## config.mk

```make
export PLATFORM = sky130hd
export DESIGN_NAME = chan_ctl_bank
export DESIGN_NICKNAME = d
export VERILOG_FILES = /design/src/rtl/chan_ctl_pkg.sv /design/src/rtl/chan_ctl_decode.sv /design/src/rtl/chan_ctl_bits.sv /design/src/rtl/chan_ctl_bank.sv
export SDC_FILE = /design/constraint.sdc
export NUM_CORES = 1
export LEC_CHECK = 0
export BUFFER_PORTS_ARGS = -buffer_cell sky130_fd_sc_hd__buf_2
export CELL_PAD_IN_SITES_DETAIL_PLACEMENT = 1
export CELL_PAD_IN_SITES_GLOBAL_PLACEMENT = 1
export CORE_ASPECT_RATIO = 1.25
export CORE_MARGIN = 2
export CORE_UTILIZATION = 45
export CTS_CLUSTER_DIAMETER = 60
export DETAILED_ROUTE_END_ITERATION = 12
export HOLD_SLACK_MARGIN = 0.06
export PLACE_DENSITY = 0.88
export SLEW_MARGIN = 20
export SYNTH_ARGS = -nofsm -noshare
export SYNTH_HDL_FRONTEND = slang
export SYNTH_SLANG_ARGS = --single-unit
```

## constraint.sdc

```tcl
create_clock -name clk_i -period 2.9 [get_ports clk_i]
set_input_delay 0.58 -clock clk_i [delete_from_list [all_inputs] [get_ports clk_i]]
set_output_delay 0.58 -clock clk_i [all_outputs]
set_load 0.005 [all_outputs]
```

## src/rtl/chan_ctl_pkg.sv

```systemverilog
package chan_ctl_pkg;
  typedef enum logic [3:0] {
    CMD_NONE, CMD_SET_REQ, CMD_CLR_REQ, CMD_SET_EEI, CMD_CLR_EEI,
    CMD_CLR_INT, CMD_CLR_ERR, CMD_SET_START, CMD_CLR_DONE
  } cmd_e;

  localparam int unsigned ALL_BIT = 6;

  localparam logic [7:0] OFS_REQ_HI = 8'h08;
  localparam logic [7:0] OFS_REQ_LO = 8'h0C;
  localparam logic [7:0] OFS_EEI_HI = 8'h10;
  localparam logic [7:0] OFS_EEI_LO = 8'h14;
  localparam logic [7:0] OFS_INT_HI = 8'h20;
  localparam logic [7:0] OFS_INT_LO = 8'h24;
  localparam logic [7:0] OFS_ERR_HI = 8'h28;
  localparam logic [7:0] OFS_ERR_LO = 8'h2C;

  function automatic cmd_e map_cmd(input logic [7:0] a, input logic wide);
    cmd_e c;
    c = CMD_NONE;
    if (wide) begin
      case (a)
        8'h18: c = CMD_SET_REQ;
        8'h19: c = CMD_CLR_REQ;
        8'h1A: c = CMD_SET_EEI;
        8'h1B: c = CMD_CLR_EEI;
        8'h1C: c = CMD_CLR_INT;
        8'h1D: c = CMD_CLR_ERR;
        8'h1E: c = CMD_SET_START;
        8'h1F: c = CMD_CLR_DONE;
        default: c = CMD_NONE;
      endcase
    end else begin
      case (a)
        8'h18: c = CMD_CLR_EEI;
        8'h19: c = CMD_SET_EEI;
        8'h1A: c = CMD_CLR_REQ;
        8'h1B: c = CMD_SET_REQ;
        8'h1C: c = CMD_CLR_DONE;
        8'h1D: c = CMD_SET_START;
        8'h1E: c = CMD_CLR_ERR;
        8'h1F: c = CMD_CLR_INT;
        default: c = CMD_NONE;
      endcase
    end
    return c;
  endfunction
endpackage

```

## src/rtl/chan_ctl_decode.sv

```systemverilog
module chan_ctl_decode
  import chan_ctl_pkg::*;
#(
  parameter int unsigned NUM_CH = 64
) (
  input  logic              wr_en_i,
  input  logic [7:0]        addr_i,
  input  logic [7:0]        wdata_i,
  output logic [NUM_CH-1:0] set_req_o,
  output logic [NUM_CH-1:0] clr_req_o,
  output logic [NUM_CH-1:0] set_eei_o,
  output logic [NUM_CH-1:0] clr_eei_o,
  output logic [NUM_CH-1:0] clr_int_o,
  output logic [NUM_CH-1:0] clr_err_o,
  output logic [NUM_CH-1:0] start_o,
  output logic [NUM_CH-1:0] done_o
);
  localparam int unsigned CH_W = $clog2(NUM_CH);
  localparam logic        WIDE = (NUM_CH > 32);

  cmd_e              cmd;
  logic [NUM_CH-1:0] mask;
  logic [NUM_CH-1:0] one;

  assign one = NUM_CH'(1);
  assign cmd = wr_en_i ? map_cmd(addr_i, WIDE) : CMD_NONE;
  // bit 6 selects every channel; bits above the index field otherwise ignored
  assign mask = wdata_i[ALL_BIT] ? '1 : (one << wdata_i[CH_W-1:0]);

  always_comb begin
    set_req_o = '0;
    clr_req_o = '0;
    set_eei_o = '0;
    clr_eei_o = '0;
    clr_int_o = '0;
    clr_err_o = '0;
    start_o   = '0;
    done_o    = '0;
    case (cmd)
      CMD_SET_REQ:   set_req_o = mask;
      CMD_CLR_REQ:   clr_req_o = mask;
      CMD_SET_EEI:   set_eei_o = mask;
      CMD_CLR_EEI:   clr_eei_o = mask;
      CMD_CLR_INT:   clr_int_o = mask;
      CMD_CLR_ERR:   clr_err_o = mask;
      CMD_SET_START: start_o   = mask;
      CMD_CLR_DONE:  done_o    = mask;
      default: ;
    endcase
  end
endmodule

```

## src/rtl/chan_ctl_bits.sv

```systemverilog
module chan_ctl_bits #(
  parameter int unsigned N = 64
) (
  input  logic         clk_i,
  input  logic         rst_ni,
  input  logic [N-1:0] set_i,
  input  logic [N-1:0] clr_i,
  output logic [N-1:0] q_o
);
  // clear dominates set on the same bit
  always_ff @(posedge clk_i or negedge rst_ni) begin
    if (!rst_ni) q_o <= '0;
    else         q_o <= (q_o | set_i) & ~clr_i;
  end
endmodule

```

## src/rtl/chan_ctl_bank.sv

```systemverilog
module chan_ctl_bank
  import chan_ctl_pkg::*;
#(
  parameter int unsigned NUM_CH = 64
) (
  input  logic              clk_i,
  input  logic              rst_ni,
  input  logic              wr_en_i,
  input  logic              rd_en_i,
  input  logic [7:0]        addr_i,
  input  logic [7:0]        wdata_i,
  output logic              rd_valid_o,
  output logic [31:0]       rdata_o,
  input  logic [NUM_CH-1:0] int_set_i,
  input  logic [NUM_CH-1:0] err_set_i,
  output logic [NUM_CH-1:0] req_en_o,
  output logic [NUM_CH-1:0] err_int_en_o,
  output logic [NUM_CH-1:0] start_o,
  output logic [NUM_CH-1:0] done_clr_o
);
  localparam int unsigned NVEC = 4;
  localparam int unsigned V_REQ = 0, V_EEI = 1, V_INT = 2, V_ERR = 3;

  logic [NUM_CH-1:0] set_req, clr_req, set_eei, clr_eei, clr_int, clr_err;
  logic [NUM_CH-1:0] start_d, done_d;
  logic [NUM_CH-1:0] vset [NVEC];
  logic [NUM_CH-1:0] vclr [NVEC];
  logic [NUM_CH-1:0] vq   [NVEC];
  logic [NUM_CH-1:0] int_stat, err_stat;

  chan_ctl_decode #(.NUM_CH(NUM_CH)) u_dec (
    .wr_en_i  (wr_en_i),
    .addr_i   (addr_i),
    .wdata_i  (wdata_i),
    .set_req_o(set_req),
    .clr_req_o(clr_req),
    .set_eei_o(set_eei),
    .clr_eei_o(clr_eei),
    .clr_int_o(clr_int),
    .clr_err_o(clr_err),
    .start_o  (start_d),
    .done_o   (done_d)
  );

  assign vset[V_REQ] = set_req;
  assign vclr[V_REQ] = clr_req;
  assign vset[V_EEI] = set_eei;
  assign vclr[V_EEI] = clr_eei;
  assign vset[V_INT] = int_set_i;
  assign vclr[V_INT] = clr_int;
  assign vset[V_ERR] = err_set_i;
  assign vclr[V_ERR] = clr_err;

  for (genvar k = 0; k < NVEC; k++) begin : g_vec
    chan_ctl_bits #(.N(NUM_CH)) u_bits (
      .clk_i (clk_i),
      .rst_ni(rst_ni),
      .set_i (vset[k]),
      .clr_i (vclr[k]),
      .q_o   (vq[k])
    );
  end

  assign req_en_o     = vq[V_REQ];
  assign err_int_en_o = vq[V_EEI];
  assign int_stat     = vq[V_INT];
  assign err_stat     = vq[V_ERR];

  always_ff @(posedge clk_i or negedge rst_ni) begin
    if (!rst_ni) begin
      start_o    <= '0;
      done_clr_o <= '0;
    end else begin
      start_o    <= start_d;
      done_clr_o <= done_d;
    end
  end

  // zero-extended to 64 so the high words read zero in the narrow layout
  logic [63:0] req_w, eei_w, int_w, err_w;
  logic [31:0] rd_word;
  assign req_w = 64'(req_en_o);
  assign eei_w = 64'(err_int_en_o);
  assign int_w = 64'(int_stat);
  assign err_w = 64'(err_stat);

  always_comb begin
    case (addr_i)
      OFS_REQ_HI: rd_word = req_w[63:32];
      OFS_REQ_LO: rd_word = req_w[31:0];
      OFS_EEI_HI: rd_word = eei_w[63:32];
      OFS_EEI_LO: rd_word = eei_w[31:0];
      OFS_INT_HI: rd_word = int_w[63:32];
      OFS_INT_LO: rd_word = int_w[31:0];
      OFS_ERR_HI: rd_word = err_w[63:32];
      OFS_ERR_LO: rd_word = err_w[31:0];
      default:    rd_word = '0;
    endcase
  end

  always_ff @(posedge clk_i or negedge rst_ni) begin
    if (!rst_ni) begin
      rd_valid_o <= 1'b0;
      rdata_o    <= '0;
    end else begin
      rd_valid_o <= rd_en_i;
      if (rd_en_i) rdata_o <= rd_word;
    end
  end
endmodule

```

==> reports/metrics.csv <==
metric,value,unit
initial antenna violation count,6,
Starting Density,45.5,%
final wirelength,76100,µm
Final nets,2094,
worst skew pair latency,0.57,ns
Sw Share,26.2,%
Cells after DPL,2396,
DIE WIDTH,182,µm
Critical Path Fanout Max,46,
Slew HR,35.3,%
area growth from synthesis to layout,26.1,%
DRC viols,0,
CTS Buf Count,43,
Hold Buf Count CTS,0,
"Top FF cell, synth",dfrtp_1,
Post-synth EDFFs,0,
"most common cell after layout, fill and taps aside",buf_2,
CTS tree,built,
htree depth,2,
Initial DRT Pass Iterations,7,
Netlist cell types,47,
Crit. End Element,flop,
max incr delay on CP,0.79,ns
maximum clock frequency,422,MHz
GRT Total Usage,36.8,%
vias,16630,
core footprint,39000,µm²
Post-Syn Nets,1683,
Hold Fails Final Rpt,0,
Final Worst Setup Slack,0.530,ns
Mapped Avg Cell Area,11.6,µm²
top post-synthesis cells by area,"dfrtp_1, o22a_1, a21oi_1, a31oi_1, mux4_2",
share of power burned in registers,46.6,%
Layout Cells excl Fill,2483,
slowest CP cell,or4b_2,
PostCTS Resize Cnt,0,
share of cells above drive strength 1,33.3,%
R2R cell count,4,
Leakage,0.0106,µW
# IOs,437,
Crit Path Class,primary input to flop,
Max clock buf depth,3,
clock power share,43.6,%
Root Driver,clkbuf_16,
Hold WC Path Type,primary input to async pin,
Routed WL per cell,30.7,µm
reg2reg setup slack,1.25,ns
Critical Path Source Type,primary input,
first-pass GRT wire length,113000,µm
clock sink count,417,
"area leader, netlist",dfrtp_1,
Layout Skew,0.0227,ns
Die Y,226,µm
arrival time at the worst endpoint,2.82,ns
GP Congestion,0.877,
CTS clock-pin slew for the worst setup and hold paths,0.06,ns
Final setup viols,0,
"flops & latches, synth",417,
Mapped Area,17700,µm²
post-DP HPWL,50300,µm
"Seq/Total Area, Yosys",58.8,%
Sw Pwr,3390,µW
Post-CTS Setup Bufs,0,
Power Density,578,nW/µm²
pin count of the biggest net entering global routing,88,
kind of cell adding the most delay to the critical path,compound AO/OA/AOI/OAI gates,
Die Footprint,41000,µm²
Hold Slack,0.0662,ns
DP Worst Slack,0.0992,ns
Comb pwr share,9.7,%
post-route ant nets,0,
aggregate global routing overflow,0,
period utilisation layout,81.7,%
Internal Power,9550,µW
Port Buffers,435,
Row Count,81,
Post-Synthesis Cells,1532,
WP buf/inv,3,
"Slew Viols, Final",0,
Synth warnings,0,
most frequent cells in the layout,"buf_2, dfrtp_1, a21oi_1, a31oi_1, nor2_1",
top-area cell type share of the netlist area,58.8,%
CP Cell Sequence,buf_2 > or4b_2 > a2111oi_4 > buf_4 > buf_12 > a31oi_1 > a21oi_1,
TNS Setup,0,ns
Least-Margin Pin Slew,0.970,ns
minimum clock period,2.37,ns
worst r2r src,g_vec[3].u_bits.q_o[54],
vias in the first global route,17914,
Initial DRC Count,1639,
Worst EP required,3.35,ns
"Core Util, Final",57.3,%
status,"finished, final reports clean",
reg-to-reg endpoint,rdata_o[22],
VDD IR max,497,µV
RSZ-0062 raised after global routing,no,
ys async rst share,100,%
drt via density,6.70,
Max-Cap Viols,0,
-- area by class of cell --
type,count,area [µm²]
Antenna cell,8,20.0
Multi-Input combinational cell,956,6750
Clock buffer,67,1310
Inverter,5,18.8
Sequential cell,417,10400
Timing Repair Buffer,520,3110
Tap cell,498,623
Fill cell,4114,16600
Clock inverter,12,115
-- power by group through the flow --
stage	Clock (µW)	Sequential, µW	Combinational (µW)
CTS	5680	6030	1230
floorplan	0	6100	513
detailed placement	0	6130	1210
global placement	0	6120	1140
global route	5870	6040	1330
finish	5640	6030	1260
-- flip-flops by register name, summed over array words and instances (netlist names) --
register and cells:
start_o 64, g_vec.u_bits.q_o 256, rd_valid_o 1, done_clr_o 64, rdata_o 32
-- cell families (layout without fill, tap and decap cells) --
kind of cell	Yosys count	count (layout)	synth area share (%)
buffers and inverters	159	604	4.05
adder cells (fa/ha/maj)	3	3	0.212
other	0	8	0
multiplexers	34	34	4.11
AO/OA/AOI/OAI	643	643	25.2
AND/OR/NAND/NOR	276	276	7.58
flip-flops	417	417	58.8
-- Yosys cell counts (3+ instances only) --
library cell  number
nor4b_1            3
nor4bb_1           6
nand2b_1          34
a21o_1            57
a22o_1            32
clkbuf_1         104
nand3_1           32
mux4_2            31
nor3b_1            3
o211ai_1          31
buf_1              7
a31o_2             5
buf_4             27
o22a_1           128
nand2_1           35
a22oi_1           32
a21oi_1          187
nor3_1             3
nor2_1           134
and4b_1            3
ha_1               3
buf_2             16
inv_1              5
dfrtp_1          417
a211o_1           31
nor2b_1            8
a31oi_1          133
-- routing by layer --
metal / part of all wire (%) / wire length [µm] / GRT usage, %
met5: 0.014 / 11 / 0
met4: 7.8 / 5930 / 26.0
met2: 48 / 36600 / 60.4
met1: 35 / 26800 / 43.2
met3: 8.9 / 6770 / 7.89
-- worst reg2reg max path, stage by stage, from the launching register on --
cell     delay (ns)
dfrtp_1        0.39
mux2_2         0.27
a22oi_1        0.44
nor3_1         0.11
a221o_1        0.31
-- per-stage QoR --
step                total power (µW)  instance area [µm²]
finish                         12900                22400
global route                   13200                22400
CTS                            12900                22400
detailed placement              7330                20900
global placement                7260                20900
floorplan                       6620                17700
-- worst max path at each step --
stage / start / end / slack (ns) / depth (start not counted)
2_1_floorplan: addr_i[0] / g_vec[1].u_bits.q_o[29] / 0.58 / 7
3_3_place_gp: addr_i[6] / g_vec[0].u_bits.q_o[47] / 0.13 / 6
3_5_place_dp: addr_i[6] / g_vec[0].u_bits.q_o[16] / 0.1 / 6
4_1_cts: addr_i[6] / g_vec[0].u_bits.q_o[21] / 0.59 / 7
5_1_grt: addr_i[6] / g_vec[1].u_bits.q_o[58] / 0.48 / 7
6_report: addr_i[6] / g_vec[0].u_bits.q_o[21] / 0.53 / 7
Power figures use the tool's default switching activity.
